File: src/rtl/xlate_pkg.sv
package xlate_pkg;

  typedef enum logic [1:0] {
    FLT_NONE = 2'd0,
    FLT_SEG  = 2'd1,
    FLT_LEN  = 2'd2,
    FLT_PTE  = 2'd3
  } xl_fault_e;

  typedef enum logic [2:0] {
    ST_IDLE,
    ST_SEG_CHECK,
    ST_PT_READ,
    ST_WAIT_RESP,
    ST_DONE
  } xl_state_e;

endpackage

File: src/rtl/seg_table.sv
module seg_table #(
  parameter int SEG_W = 4,
  parameter int MA_W  = 16,
  parameter int LEN_W = 9
) (
  input  logic             clk,
  input  logic             rst_n,
  input  logic             wr_en,
  input  logic [SEG_W-1:0] wr_idx,
  input  logic             wr_present,
  input  logic [MA_W-1:0]  wr_base,
  input  logic [LEN_W-1:0] wr_len,
  input  logic [SEG_W-1:0] rd_idx,
  output logic             rd_present,
  output logic [MA_W-1:0]  rd_base,
  output logic [LEN_W-1:0] rd_len
);
  localparam int NSEG = 1 << SEG_W;

  logic             present_a [NSEG];
  logic [MA_W-1:0]  base_a    [NSEG];
  logic [LEN_W-1:0] len_a     [NSEG];

  for (genvar g = 0; g < NSEG; g++) begin : g_ent
    logic             present_q;
    logic [MA_W-1:0]  base_q;
    logic [LEN_W-1:0] len_q;
    wire              hit = wr_en && (wr_idx == SEG_W'(g));

    always_ff @(posedge clk) begin
      if (!rst_n) begin
        present_q <= 1'b0;
        base_q    <= '0;
        len_q     <= '0;
      end else if (hit) begin
        present_q <= wr_present;
        base_q    <= wr_base;
        len_q     <= wr_len;
      end
    end

    assign present_a[g] = present_q;
    assign base_a[g]    = base_q;
    assign len_a[g]     = len_q;
  end

  assign rd_present = present_a[rd_idx];
  assign rd_base    = base_a[rd_idx];
  assign rd_len     = len_a[rd_idx];

endmodule

File: src/rtl/pte_decode.sv
module pte_decode #(
  parameter int PTE_W   = 16,
  parameter int PTE_VLD = 15,
  parameter int FRAME_W = 12,
  parameter int OFF_W   = 12
) (
  input  logic [PTE_W-1:0]         pte_i,
  input  logic [OFF_W-1:0]         off_i,
  output logic                     ok_o,
  output logic [FRAME_W+OFF_W-1:0] paddr_o
);
  function automatic logic [FRAME_W+OFF_W-1:0] join_frame(
    input logic [FRAME_W-1:0] frame,
    input logic [OFF_W-1:0]   off);
    return {frame, off};
  endfunction

  assign ok_o    = pte_i[PTE_VLD];
  assign paddr_o = join_frame(pte_i[FRAME_W-1:0], off_i);

endmodule

File: src/rtl/xlate_fsm.sv
module xlate_fsm
  import xlate_pkg::*;
#(
  parameter int SEG_W   = 4,
  parameter int VPN_W   = 8,
  parameter int OFF_W   = 12,
  parameter int MA_W    = 16,
  parameter int FRAME_W = 12
) (
  input  logic                     clk,
  input  logic                     rst_n,
  input  logic                     req_i,
  input  logic [SEG_W+VPN_W+OFF_W-1:0] vaddr_i,
  output logic                     busy_o,
  output logic                     done_o,
  output logic [FRAME_W+OFF_W-1:0] paddr_o,
  output logic [1:0]               fault_o,
  output logic [SEG_W-1:0]         seg_idx_o,
  output logic [OFF_W-1:0]         off_o,
  input  logic                     seg_present_i,
  input  logic [MA_W-1:0]          seg_base_i,
  input  logic [VPN_W:0]           seg_len_i,
  output logic                     mem_req_o,
  output logic [MA_W-1:0]          mem_addr_o,
  input  logic                     mem_rvalid_i,
  input  logic                     pte_ok_i,
  input  logic [FRAME_W+OFF_W-1:0] pte_paddr_i
);
  localparam int VA_W = SEG_W + VPN_W + OFF_W;
  localparam int PA_W = FRAME_W + OFF_W;

  function automatic logic [MA_W-1:0] entry_addr(
    input logic [MA_W-1:0]  base,
    input logic [VPN_W-1:0] vpn);
    return base + (MA_W'(vpn) << 1);
  endfunction

  xl_state_e        state_q;
  logic [VA_W-1:0]  vaddr_q;
  logic [MA_W-1:0]  addr_q;
  logic [PA_W-1:0]  paddr_q;
  xl_fault_e        fault_q;
  logic [VPN_W-1:0] vpn;

  assign vpn = vaddr_q[OFF_W +: VPN_W];

  // named events for the assertions
  wire ev_accept   = (state_q == ST_IDLE) && req_i;
  wire ev_seg_miss = (state_q == ST_SEG_CHECK) && !seg_present_i;
  wire ev_len_ovf  = (state_q == ST_SEG_CHECK) && seg_present_i
                     && ({1'b0, vpn} >= seg_len_i);
  wire ev_resp     = (state_q == ST_WAIT_RESP) && mem_rvalid_i;
  wire ev_pte_bad  = ev_resp && !pte_ok_i;

  always_ff @(posedge clk) begin
    if (!rst_n) begin
      state_q <= ST_IDLE;
      vaddr_q <= '0;
      addr_q  <= '0;
      paddr_q <= '0;
      fault_q <= FLT_NONE;
    end else begin
      case (state_q)
        ST_IDLE: if (ev_accept) begin
          vaddr_q <= vaddr_i;
          state_q <= ST_SEG_CHECK;
        end
        ST_SEG_CHECK: begin
          if (ev_seg_miss) begin
            fault_q <= FLT_SEG;
            paddr_q <= '0;
            state_q <= ST_DONE;
          end else if (ev_len_ovf) begin
            fault_q <= FLT_LEN;
            paddr_q <= '0;
            state_q <= ST_DONE;
          end else begin
            addr_q  <= entry_addr(seg_base_i, vpn);
            state_q <= ST_PT_READ;
          end
        end
        ST_PT_READ: state_q <= ST_WAIT_RESP;
        ST_WAIT_RESP: if (ev_resp) begin
          fault_q <= ev_pte_bad ? FLT_PTE : FLT_NONE;
          paddr_q <= ev_pte_bad ? '0 : pte_paddr_i;
          state_q <= ST_DONE;
        end
        default: state_q <= ST_IDLE;
      endcase
    end
  end

  assign busy_o     = (state_q != ST_IDLE);
  assign done_o     = (state_q == ST_DONE);
  assign paddr_o    = paddr_q;
  assign fault_o    = fault_q;
  assign seg_idx_o  = vaddr_q[VA_W-1 -: SEG_W];
  assign off_o      = vaddr_q[OFF_W-1:0];
  assign mem_req_o  = (state_q == ST_PT_READ);
  assign mem_addr_o = addr_q;

  AST_ONE_READ: assert property (@(posedge clk) disable iff (!rst_n)
    mem_req_o |=> !mem_req_o);
  AST_LEN_NO_READ: assert property (@(posedge clk) disable iff (!rst_n)
    ev_len_ovf |=> (!mem_req_o && done_o && fault_o == FLT_LEN));
  AST_SEG_NO_READ: assert property (@(posedge clk) disable iff (!rst_n)
    ev_seg_miss |=> (!mem_req_o && done_o && fault_o == FLT_SEG));
  AST_FAULT_ZERO: assert property (@(posedge clk) disable iff (!rst_n)
    (done_o && fault_o != FLT_NONE) |-> (paddr_o == '0));
  AST_OFFSET_KEPT: assert property (@(posedge clk) disable iff (!rst_n)
    (done_o && fault_o == FLT_NONE) |-> (paddr_o[OFF_W-1:0] == off_o));
  AST_BUSY_IGNORE: assert property (@(posedge clk) disable iff (!rst_n)
    (busy_o && req_i) |=> $stable(vaddr_q));
  AST_STRAY_RESP: assert property (@(posedge clk) disable iff (!rst_n)
    (mem_rvalid_i && state_q == ST_SEG_CHECK && !ev_seg_miss && !ev_len_ovf)
    |=> mem_req_o);
  AST_DONE_PULSE: assert property (@(posedge clk) disable iff (!rst_n)
    done_o |=> (!done_o && !busy_o));

endmodule

File: src/rtl/seg_page_xlate.sv
module seg_page_xlate
  import xlate_pkg::*;
#(
  parameter int SEG_W   = 4,
  parameter int VPN_W   = 8,
  parameter int OFF_W   = 12,
  parameter int MA_W    = 16,
  parameter int PTE_W   = 16,
  parameter int PTE_VLD = 15,
  parameter int FRAME_W = 12
) (
  input  logic                          clk,
  input  logic                          rst_n,
  input  logic                          cfg_we,
  input  logic [SEG_W-1:0]              cfg_seg,
  input  logic                          cfg_present,
  input  logic [MA_W-1:0]               cfg_pt_base,
  input  logic [VPN_W:0]                cfg_pt_len,
  input  logic                          xl_req,
  input  logic [SEG_W+VPN_W+OFF_W-1:0]  xl_vaddr,
  output logic                          xl_busy,
  output logic                          xl_done,
  output logic [FRAME_W+OFF_W-1:0]      xl_paddr,
  output logic [1:0]                    xl_fault,
  output logic                          mem_req,
  output logic [MA_W-1:0]               mem_addr,
  input  logic                          mem_rvalid,
  input  logic [PTE_W-1:0]              mem_rdata
);
  localparam int LEN_W = VPN_W + 1;
  localparam int PA_W  = FRAME_W + OFF_W;

  logic [SEG_W-1:0] seg_idx;
  logic             seg_present;
  logic [MA_W-1:0]  seg_base;
  logic [LEN_W-1:0] seg_len;
  logic [OFF_W-1:0] cur_off;
  logic             pte_ok;
  logic [PA_W-1:0]  pte_paddr;

  seg_table #(.SEG_W(SEG_W), .MA_W(MA_W), .LEN_W(LEN_W)) u_table (
    .clk(clk), .rst_n(rst_n),
    .wr_en(cfg_we), .wr_idx(cfg_seg), .wr_present(cfg_present),
    .wr_base(cfg_pt_base), .wr_len(cfg_pt_len),
    .rd_idx(seg_idx), .rd_present(seg_present), .rd_base(seg_base),
    .rd_len(seg_len)
  );

  pte_decode #(.PTE_W(PTE_W), .PTE_VLD(PTE_VLD), .FRAME_W(FRAME_W),
               .OFF_W(OFF_W)) u_pte (
    .pte_i(mem_rdata), .off_i(cur_off), .ok_o(pte_ok), .paddr_o(pte_paddr)
  );

  xlate_fsm #(.SEG_W(SEG_W), .VPN_W(VPN_W), .OFF_W(OFF_W), .MA_W(MA_W),
              .FRAME_W(FRAME_W)) u_fsm (
    .clk(clk), .rst_n(rst_n),
    .req_i(xl_req), .vaddr_i(xl_vaddr),
    .busy_o(xl_busy), .done_o(xl_done), .paddr_o(xl_paddr),
    .fault_o(xl_fault),
    .seg_idx_o(seg_idx), .off_o(cur_off),
    .seg_present_i(seg_present), .seg_base_i(seg_base), .seg_len_i(seg_len),
    .mem_req_o(mem_req), .mem_addr_o(mem_addr), .mem_rvalid_i(mem_rvalid),
    .pte_ok_i(pte_ok), .pte_paddr_i(pte_paddr)
  );

endmodule

File: config.mk
export PLATFORM = sky130hd
export DESIGN_NAME = seg_page_xlate
export DESIGN_NICKNAME = d
export VERILOG_FILES = /design/src/rtl/xlate_pkg.sv /design/src/rtl/seg_table.sv /design/src/rtl/pte_decode.sv /design/src/rtl/xlate_fsm.sv /design/src/rtl/seg_page_xlate.sv
export SDC_FILE = /design/constraint.sdc
export NUM_CORES = 1
export LEC_CHECK = 0
export ABC_AREA = 0
export BUFFER_PORTS_ARGS = -buffer_cell sky130_fd_sc_hd__buf_2
export CAP_MARGIN = 20
export CORE_ASPECT_RATIO = 0.9
export CORE_MARGIN = 10
export CORE_UTILIZATION = 55
export DETAILED_ROUTE_END_ITERATION = 10
export GPL_ROUTABILITY_DRIVEN = 1
export PLACE_DENSITY = 0.73
export SYNTH_ARGS = -nofsm -noshare
export SYNTH_HDL_FRONTEND = slang
export SYNTH_SLANG_ARGS = --single-unit
export TNS_END_PERCENT = 5
File: constraint.sdc
create_clock -name clk -period 5 [get_ports clk]
set_input_delay 0.25 -clock clk [delete_from_list [all_inputs] [get_ports clk]]
set_output_delay 0.25 -clock clk [all_outputs]
set_load 0.02 [all_outputs]
==> qor.txt, run 1 <==
status = finished clean
Peak VDD IR = 230 uV
share of layout cells above drive strength 1 = 15.6%
hold bufs inserted after CTS = 38
Synth Register Bits = 485
PortBufs = 116
Via density = 6.09
largest family of logic cells by synthesized area = simple AND/OR/NAND/NOR gates
Hold WC Path Type = in -> reg
antenna violations before repair = 4
top post-synthesis cells by area = dfxtp_1 (47%), nand2_1 (17%), mux4_2 (13%), a21oi_1 (12%), clkbuf_1 (3.5%)
Worst Hold Depth = 3
Routed WL = 66,300 um
sequential area share after synthesis = 46.9%
io pins = 120
Fmax = 234 MHz
Clock Sinks = 485
setup TNS = 0 ns
Synth Area in Compound Gates = 13.3%
grt total ovfl = 0
Final Slew Violations = 0
clk buf depth = 3
post-synthesis mux area share = 13.8%
Initial Utilization = 55.7%
Pwr Density = 355 mW/mm^2
clock root buffer master = clkbuf_16
worst-skew pair later-pin latency = 0.60 ns
vias in the first global route = 17,800
utilization after layout = 63.0%
Synth cell types = 49
top-area cell type share of the netlist area = 46.9%
Post-Synth Simple-Gate Area = 19.8%
cell area after synthesis = 0.0207 sq mm
reg2reg start = u_fsm.vaddr_q[20]
EDFF count, synth = 0
Least-Margin Pin Slew = 1.02 ns
largest net degree at the start of global routing = 149
RSZ-0062 raised after global routing = false
Final Hold Vio Count = 0
WP data arrival = 4.72 ns
fin area = 0.0235 sq mm
Post-synth top flop = dfxtp_1
Tmin final = 4.28 ns
post-cts gate resize count = 0
kind of critical path = reg -> reg
Worst Hold Endpoint = u_fsm.state_q[0]
Post-DRT Antenna Nets = 0
Final HPWL DP = 37,100 um
Crit. End Element = register
TritonRoute pass-1 iters = 6
HP Start = mem_rvalid
RR Endpoint = u_fsm.paddr_o[17]
worst r2r path cells = 12
leakage power = 7.95 nW
area leader, netlist = dfxtp_1
startpoint types = register
post-synthesis cell count = 2,462
Slew headroom = 31.6%
Setup Fix Bufs, Post-CTS = 0
core area = 0.0372 sq mm
Yosys warnings = 0
asr flop ratio synth = 0%
drt initial violations = 2,472
die width = 225 um
clock-pin slew on the worst setup and hold paths = 0.07 ns
first-pass GRT wire length = 101,000 um
CP Data Required Time = 5.43 ns
drt wl/cell = 22.0 um
routability cong. = 0.819
crit-path max FO = 24
CTS buffer count = 48
Max H-tree Level = 2
Die Y = 204 um
DRC Markers = 0
endpoints failing setup = 0
num rows = 67
Post-Synth XOR/XNOR Area = 0.423%
area of placed instances = 0.0214 sq mm
total power = 8.33 mW
Final Net Count = 2,572
Syn Nets = 2,554
Die Area = 0.0458 sq mm
adder-cell share of the synthesized area = 1.06%
CTS tree = done
Synth Area per Inst = 8.41 sq um
P&R area growth vs syn = 13.2%
GRT Total Usage = 28.2%
via count = 18,300
fin crit share = 85.6%
max capacitance violation total = 0
R2R setup slack = 0.72 ns
final setup skew = 0.0280 ns
## registers in the layout, indices dropped and copies added (netlist names)
signal                   count
u_table.g_ent.base_q       256
u_table.g_ent.len_q        144
u_fsm.paddr_o               24
u_fsm.vaddr_q               24
u_fsm.mem_addr_o            16
u_table.g_ent.present_q     16
u_fsm.state_q                3
u_fsm.fault_o                2
## critical path: stages (launching register included)
cell and delay (ns):
dfxtp_4 0.59, buf_4 0.39, mux4_2 0.55, mux4_2 0.50, inv_1 0.09, ha_1 0.24, o21ai_0 0.08, a21oi_1 0.06
o41ai_1 0.53, a21oi_4 0.20, a21o_1 0.54, nand3_1 0.23, a21oi_1 0.11
## layout make-up
class	instances	area [sq um]
multi-input combinational	1733	10100
fill	3014	13800
antenna	3	7.51
sequential	485	9720
tap	483	604
inverter	18	75.1
clock buffer	67	1410
clock inverter	23	223
timing repair buffer	194	1320
## report_power, final
part           internal [mW]  switching (mW)
Sequential              3.92          0.0617
Clock                   2.18            1.55
Combinational          0.207           0.396
Total                   6.31            2.01
## logic make-up (layout without fill, tap and decap cells)
logic type	after synthesis	after routing
flops	485	485
mux	130	130
buf+inv	244	302
fa+ha+maj	17	17
simple gates	1049	1049
xor+xnor	10	10
other cells	0	3
compound gates	527	527
## stage by stage
step	setup slack (ns)	cells	hold WS (ns)
after floorplan	0.854	2462	0.386
after global placement	0.891	2875	0.437
after detailed placement	0.767	2875	0.442
after CTS	0.717	3003	0.00466
after global routing	0.422	3005	0.0526
final	0.719	3006	0.0301
## Yosys cell counts (all sizes together) (3+ instances only)
master	n
mux4	122
nand2b	7
nor2b	7
buf	32
a21oi	481
nor3b	5
a22oi	10
o21ai	14
ha	16
a211oi	7
nor3	10
xor2	3
nor2	39
inv	18
clkbuf	194
mux2i	8
nand3	31
xnor2	7
a221oi	3
nand2	935
dfxtp	485
## worst max path at each step
stage	start	to	slack (ns)	cells past startpoint
after floorplan	u_fsm.vaddr_q[20]	u_fsm.mem_addr_o[10]	0.85	17
after global placement	u_fsm.vaddr_q[20]	u_fsm.paddr_o[9]	0.89	12
after detailed placement	u_fsm.vaddr_q[20]	u_fsm.paddr_o[22]	0.77	12
after CTS	u_fsm.vaddr_q[20]	u_fsm.paddr_o[15]	0.72	12
after global routing	u_fsm.vaddr_q[20]	u_fsm.mem_addr_o[13]	0.42	13
final	u_fsm.vaddr_q[20]	u_fsm.paddr_o[17]	0.72	12
## layout by cell type (no fill, tap or decap), types with 9 or more instances in the layout
master | netlist | layout
nor2_2 | 0 | 13
a22oi_1 | 10 | 10
nor2_1 | 39 | 26
buf_2 | 11 | 116
clkbuf_16 | 0 | 49
nand3_1 | 31 | 31
clkinv_2 | 0 | 17
buf_4 | 6 | 35
nand2_2 | 0 | 9
inv_1 | 18 | 17
nand2_1 | 935 | 926
mux4_2 | 115 | 115
o21ai_0 | 13 | 13
dlygate4sd3_1 | 0 | 38
clkbuf_8 | 0 | 12
ha_1 | 16 | 16
dfxtp_1 | 485 | 482
a21oi_1 | 479 | 479
## metal layers
layer / GRT usage [%] / vias to the layer above / wire length, um / share of wire, %
li1: - / 8284 / - / -
met1: 36.9 / 8764 / 25700 / 39
met2: 44.6 / 1066 / 30600 / 46
met3: 6.33 / 178 / 7800 / 12
met4: 11.4 / 2 / 2150 / 3.2
met5: 0 / - / 13 / 0.020
Note: power is estimated with default switching activity, not from simulation.
==> run 2, diff against run 1 <==
--- a/config.mk
+++ b/config.mk
@@ -6,7 +6,7 @@
 export NUM_CORES = 1
 export LEC_CHECK = 0
 export ABC_AREA = 0
-export BUFFER_PORTS_ARGS = -buffer_cell sky130_fd_sc_hd__buf_2
+export BUFFER_PORTS_ARGS = -buffer_cell sky130_fd_sc_hd__clkbuf_2
 export CAP_MARGIN = 20
 export CORE_ASPECT_RATIO = 0.9
 export CORE_MARGIN = 10
==> run 2 against run 1 <==
  * Wire length is essentially flat
  * Sequential share of layout area hardly changed
  * Utilization is essentially flat
  * Maximum frequency shrank 0.96%
  * Critical endpoint unchanged
==> qor.txt, run 2 (synthesis results as in run 1) <==
CP Cell Sequence = buf_4 -> mux4_2 -> mux4_2 -> inv_1 -> ha_1 -> nand2_1 -> o31a_1 -> a21oi_4 -> a21o_1 -> nand3_1 -> a21oi_1
Die Area = 0.0458 sq mm (unchanged)
clock power share = 44.1% (-0.8 points)
clk buf depth = 3 (unchanged)
wl on met1 = 25,500 um (-0.76%)
vias in the first global route = 17,700 (-0.55%)
Peak VDD IR = 232 uV (+0.80%)
Top reg by flops = u_table.g_ent.base_q
CP Data Required Time = 5.49 ns (+0.06 ns)
clock-pin slew on the worst setup and hold paths = 0.06 ns (about the same)
antenna violations before repair = 0 (-4)
Max H-tree Level = 2 (unchanged)
Cell Int Power = 6.21 mW (-1.6%)
WP data arrival = 4.82 ns (+0.10 ns)
switching power = 2.00 mW (-0.53%)
fin crit share = 86.4% (+0.83 points)
cell family with most CP delay = compound AO/OA/AOI/OAI gates
fin area = 0.0235 sq mm (about the same)
CTS tree = done
Routed WL = 66,200 um (about the same)
P&R area growth vs syn = 13.2% (about the same)
utilization after layout = 63.0% (about the same)
num rows = 67 (unchanged)
Filler Cell Count = 3,007 (-0.23%)
worst r2r path cells = 11 (-1)
Slew headroom = 28.0% (-3.6 points)
Via density = 6.10 (+0.31%)
clock root buffer master = clkbuf_16
Clock Sinks = 485 (unchanged)
largest registers = u_table.g_ent.base_q (256), u_table.g_ent.len_q (144)
Die Y = 204 um (unchanged)
non-filler cells, final = 3,003 (-0.10%)
post-cts gate resize count = 0 (unchanged)
final setup skew = 0.0229 ns (-0.00505 ns)
drt wl/cell = 22.0 um (about the same)
Final Slew Violations = 0 (unchanged)
TritonRoute pass-1 iters = 7 (+1)
total power = 8.21 mW (-1.4%)
reg2reg start = u_fsm.vaddr_q[20]
Tmin final = 4.32 ns (+0.0413 ns)
WP buf/inv = 2 (unchanged)
Initial Utilization = 55.7% (unchanged)
largest net degree at the start of global routing = 169 (+13%)
kind of critical path = reg -> reg
R2R setup slack = 0.68 ns (-0.04 ns)
GRT Total Usage = 28.3% (+0.14 points)
endpoints failing setup = 0 (unchanged)
startpoint types = register
io pins = 120 (unchanged)
Final HPWL DP = 37,600 um (+1.3%)
Highest Signal Layer = met4
Crit. End Element = register
Critical-path top delay cell = dfxtp_4
status = finished clean
share of layout cells above drive strength 1 = 15.3% (-0.24 points)
Final Hold Vio Count = 0 (unchanged)
hold bufs inserted after CTS = 38 (unchanged)
max capacitance violation total = 0 (unchanged)
Post-DRT Antenna Nets = 0 (unchanged)
logic gate share of total power = 7.3% (about the same)
length of routed met3 wiring = 8130 um (+4.2%)
placed cells = 2,875 (unchanged)
PortBufs = 116 (unchanged)
Final Net Count = 2,575 (+0.12%)
Sequential Power Share = 48.6% (+0.7 points)
Setup Fix Bufs, Post-CTS = 0 (unchanged)
worst-skew pair later-pin latency = 0.60 ns (about the same)
Sw Ratio = 24.4% (+0.20 points)
core area = 0.0372 sq mm (unchanged)
Antenna Cells = 0 (-3)
routability cong. = 0.827 (+1.0%)
Pwr Density = 350 mW/mm^2 (-1.4%)
Least-Margin Pin Slew = 1.08 ns (+0.0563 ns)
slowest cell delay on critical path = 0.75 ns (+0.16 ns)
Hold WC Path Type = in -> reg
crit-path max FO = 25 (+4.2%)
grt total ovfl = 0 (unchanged)
CTS buffer count = 49 (+2.1%)
DRC Markers = 0 (unchanged)
leakage power = 7.91 nW (-0.55%)
drt initial violations = 2,626 (+6.2%)
setup TNS = 0 ns (unchanged)
RSZ-0062 raised after global routing = false
commonest non-fill, non-tap cell in the layout = nand2_1
met2 WL = 30,400 um (-0.60%)
cell mode on critical path = mux4_2
Worst Hold Endpoint = u_fsm.mem_addr_o[11]
Worst Hold Depth = 3 (unchanged)
most frequent cells in the layout = nand2_1 (926), dfxtp_1 (482), a21oi_1 (479)
Fmax = 231 MHz (-0.96%)
via count = 18,300 (+0.21%)
HP Start = rst_n
area of placed instances = 0.0215 sq mm (+0.18%)
max reg flops = 256 (unchanged)
die width = 225 um (unchanged)
RR Endpoint = u_fsm.paddr_o[17]
first-pass GRT wire length = 102,000 um (+0.18%)
## run 2: layout make-up
type | count | area [sq um] | share of cell area (%)
multi-input cells | 1733 | 10100 | 43.0
flip-flops and latches | 485 | 9720 | 41.4
clock buffers | 72 | 1420 | 6.07
repair buffers | 196 | 1390 | 5.93
well taps | 483 | 604 | 2.58
clock inverters | 16 | 156 | 0.667
inverters | 18 | 75.1 | 0.320
## run 2: power groups by stage
| stage | Clock [mW] | Combinational (mW) | Sequential [mW] |
|---|---|---|---|
| 2_1_floorplan | 0 | 0.420 | 4.04 |
| 3_3_place_gp | 0 | 0.549 | 4.07 |
| 3_5_place_dp | 0 | 0.565 | 4.07 |
| 4_1_cts | 3.64 | 0.590 | 3.99 |
| 5_1_grt | 3.80 | 0.646 | 4.00 |
| 6_report | 3.62 | 0.603 | 3.99 |
## run 2: how the worst max path moves through the flow
stage	from	end	slack, ns	cells past startpoint
after floorplan	u_fsm.vaddr_q[20]	u_fsm.mem_addr_o[10]	0.85	17
after global placement	u_fsm.vaddr_q[20]	u_fsm.paddr_o[16]	0.89	11
after detailed placement	u_fsm.vaddr_q[20]	u_fsm.paddr_o[23]	0.76	11
after CTS	u_fsm.vaddr_q[20]	u_fsm.paddr_o[23]	0.76	11
after global routing	u_fsm.vaddr_q[20]	u_fsm.paddr_o[17]	0.46	11
final	u_fsm.vaddr_q[20]	u_fsm.paddr_o[17]	0.68	11
## run 2: metrics by stage
stage | hold WS [ns] | setup WS [ns]
6_report | 0.0117 | 0.678
5_1_grt | 0.0495 | 0.463
4_1_cts | 0.00862 | 0.756
3_5_place_dp | 0.443 | 0.763
3_3_place_gp | 0.437 | 0.894
2_1_floorplan | 0.386 | 0.854
## run 2: worst reg2reg max path, stage by stage, from the launching register on
cell	delay, ns
dfxtp_4	0.75
buf_4	0.32
mux4_2	0.53
mux4_2	0.56
inv_1	0.11
ha_1	0.12
nand2_1	0.07
o31a_1	0.34
a21oi_4	0.28
a21o_1	0.70
nand3_1	0.23
a21oi_1	0.23
## run 2: per-layer routing
layer  up-vias  global-route usage, %
met2      1069                   45.0
li1       8284                      -
met4         0                   10.0
met5         -                      0
met1      8793                   37.1
met3       186                   7.01
==> run 3, diff against run 2 <==
--- a/config.mk
+++ b/config.mk
@@ -8,12 +8,13 @@
 export ABC_AREA = 0
 export BUFFER_PORTS_ARGS = -buffer_cell sky130_fd_sc_hd__clkbuf_2
 export CAP_MARGIN = 20
+export CELL_PAD_IN_SITES_DETAIL_PLACEMENT = 0
+export CELL_PAD_IN_SITES_GLOBAL_PLACEMENT = 1
 export CORE_ASPECT_RATIO = 0.9
-export CORE_MARGIN = 10
-export CORE_UTILIZATION = 55
+export CORE_UTILIZATION = 46
 export DETAILED_ROUTE_END_ITERATION = 10
 export GPL_ROUTABILITY_DRIVEN = 1
-export PLACE_DENSITY = 0.73
+export PLACE_DENSITY_LB_ADDON = 0.1
 export SYNTH_ARGS = -nofsm -noshare
 export SYNTH_HDL_FRONTEND = slang
 export SYNTH_SLANG_ARGS = --single-unit
==> run 3 against run 2 <==
  * Maximum frequency rose by 5.2%
  * Clock skew fell by 0.014 ns
  * Wire length rose by 4.9%
  * Final cell count rose by 4.5%
  * Total power rose by 3.0%
  * Combinational power rose by 3%
  * Die area rose by 0.11%
  * Utilization fell by 9.4 points
  * First-iteration DRC count fell by 21%
  * Via count fell by 2.3%
  * Critical path depth rose by 1
==> qor.txt, run 3 (synthesis results as in run 1) <==
fin crit share = 82.1% (-4.3 points)
status = finished clean
Die Area = 0.0459 sq mm (+0.11%)
clk buf depth = 3 (unchanged)
clock power share = 45.6% (+1.5 points)
Cell Int Power = 6.40 mW (+3.1%)
pre-CTS WS = 0.936 ns (+0.173 ns)
slowest cell delay on critical path = 0.71 ns (-0.04 ns)
kind of critical path = reg -> reg
CP Data Required Time = 5.52 ns (+0.03 ns)
io pins = 120 (unchanged)
drt wl/cell = 22.1 um (+0.41%)
P&R area growth vs syn = 14.7%
HP Start = cfg_pt_len[3]
Sequential Power Share = 47.1% (-1.5 points)
Worst Hold Depth = 3 (unchanged)
Die Y = 203 um (-0.39%)
Final Net Count = 2,589 (+0.54%)
logic gate share of total power = 7.3% (about the same)
Worst Slack Setup Final = 0.893 ns (+0.215 ns)
most frequent cells in the layout = nand2_1 (935), dfxtp_1 (482), a21oi_1 (479)
GRT Total Usage = 30.4% (+2.1 points)
die width = 226 um (+0.50%)
Max H-tree Level = 2 (unchanged)
final setup skew = 0.00920 ns (-0.0137 ns)
core area = 0.0443 sq mm (+19%)
largest registers = u_table.g_ent.base_q (256), u_table.g_ent.len_q (144)
TritonRoute pass-1 iters = 5 (-2)
Worst Hold Slack = 0.0938 ns (+0.0821 ns)
Top reg by flops = u_table.g_ent.base_q
setup TNS = 0 ns (unchanged)
DRC Markers = 0 (unchanged)
grt total ovfl = 0 (unchanged)
RSZ-0062 raised after global routing = false
Setup Fix Bufs, Post-CTS = 0 (unchanged)
WP data arrival = 4.62 ns (-0.20 ns)
Via density = 5.71 (-6.5%)
share of layout cells above drive strength 1 = 15.5% (+0.19 points)
Final Hold Vio Count = 0 (unchanged)
leakage power = 8.01 nW (+1.3%)
Initial Utilization = 46.8% (-8.9 points)
clock-pin slew on the worst setup and hold paths = 0.06 ns (about the same)
routability cong. = 0.822 (-0.63%)
Routed WL = 69,400 um (+4.9%)
worst r2r path cells = 12 (+1)
clock root buffer master = clkbuf_16
PortBufs = 116 (unchanged)
Tmin final = 4.11 ns (-0.215 ns)
via count = 17,900 (-2.3%)
startpoint types = register
commonest non-fill, non-tap cell in the layout = nand2_1
first-pass GRT wire length = 105,000 um (+3.1%)
Post-DRT Antenna Nets = 0 (unchanged)
RR Endpoint = u_fsm.paddr_o[12]
R2R setup slack = 0.89 ns (+0.21 ns)
placed cells = 3,004 (+4.5%)
endpoints failing setup = 0 (unchanged)
vias in the first global route = 16,700 (-5.6%)
Fmax = 243 MHz (+5.2%)
drt initial violations = 2,064 (-21%)
Peak VDD IR = 216 uV (-6.7%)
Least-Margin Pin Slew = 1.02 ns (-0.0571 ns)
CTS buffer count = 51 (+4.1%)
Final HPWL DP = 39,600 um (+5.2%)
Crit. End Element = register
Hold WC Path Type = in -> reg
Clock Sinks = 485 (unchanged)
Slew headroom = 31.8% (+3.8 points)
worst-skew pair later-pin latency = 0.59 ns (about the same)
largest net degree at the start of global routing = 158 (-6.5%)
crit-path max FO = 38 (+52%)
non-filler cells, final = 3,137 (+4.5%)
Pwr Density = 356 mW/mm^2 (+1.6%)
Worst Hold Endpoint = u_table.g_ent[3].len_q[3]
max reg flops = 256 (unchanged)
crit path from = u_fsm.vaddr_q[20]
Critical-path top delay cell = a21o_1
Sw Ratio = 24.3% (-0.061 points)
num rows = 73 (+9.0%)
reg2reg start = u_fsm.vaddr_q[20]
switching power = 2.06 mW (+2.7%)
max capacitance violation total = 0 (unchanged)
Final Slew Violations = 0 (unchanged)
CP Cell Sequence = buf_12 -> mux4_2 -> mux4_2 -> inv_1 -> ha_1 -> o21ai_0 -> a21oi_1 -> o41ai_1 -> a21oi_4 -> a21o_1 -> nand3_1 -> a21oi_1
antenna violations before repair = 3 (+3)
CTS tree = done
-- run 3: cell count changes in the layout (fill, tap and decap cells not counted), moves of 3 or more --
cell,change
clkbuf_1,-3
clkbuf_8,+6
nand2_2,-9
nand2_1,+9
clkbuf_16,+5
clkinv_2,-3
buf_4,+14
-- run 3: routing by layer --
layer / routed length (um) / GRT usage, % / up-vias / part of all wire, %
met4: 1050 / 5.81 / 0 / 1.5
met3: 5320 / 4.47 / 79 / 7.7
met1: 33200 / 47.5 / 8818 / 48
met5: 0 / 0 / - / 0
met2: 29800 / 44.4 / 678 / 43
li1: - / - / 8336 / -
-- run 3: power groups by stage --
stage / registers [mW] / clock network (mW) / logic, mW
after floorplan: 4.04 / 0 / 0.420
after global placement: 4.06 / 0 / 0.584
after detailed placement: 4.07 / 0 / 0.590
after CTS: 3.98 / 3.92 / 0.617
after global routing: 3.99 / 4.08 / 0.667
final: 3.98 / 3.86 / 0.619
-- run 3: worst max-delay path by stage --
stage	slack, ns	to	cells after the start
floorplan	0.85	u_fsm.mem_addr_o[10]	17
global placement	0.96	u_fsm.paddr_o[7]	12
detailed placement	0.94	u_fsm.paddr_o[17]	12
CTS	0.91	u_fsm.paddr_o[21]	12
global route	0.59	u_fsm.paddr_o[4]	12
finish	0.89	u_fsm.paddr_o[12]	12
-- run 3: metrics by stage --
step | total power [mW] | utilization [%] | area, sq um
floorplan | 4.46 | - | 20700
global placement | 4.65 | 48.9 | 21700
detailed placement | 4.66 | 48.9 | 21700
CTS | 8.52 | 53.6 | 23800
global route | 8.73 | 53.6 | 23800
finish | 8.46 | 53.7 | 23800
-- run 3: final cells by class --
type	instances	area, sq um
clock buffers	80	1620
fillers	4137	20500
well taps	600	751
inverters	18	75.1
diodes	2	5.00
flip-flops and latches	485	9720
repair buffers	208	1450
multi-input cells	1733	10100
clock inverters	11	87.6
-- run 3: timing repair --
| item | CTS | global route |
|---|---|---|
| resized for setup | 0 | 0 |
| endpoints found under the hold margin | 39 | 0 |
| hold buffers | 40 | 0 |
-- run 3: worst max-delay path, delay by kind of cell (launching register included) --
kind                     cells  cell delay, ns
AO/OA/AOI/OAI                6            1.53
multiplexers                 2            1.03
flip-flops                   1            0.53
buffers and inverters        2            0.53
adder cells (fa/ha/maj)      1            0.19
AND/OR/NAND/NOR              1            0.17
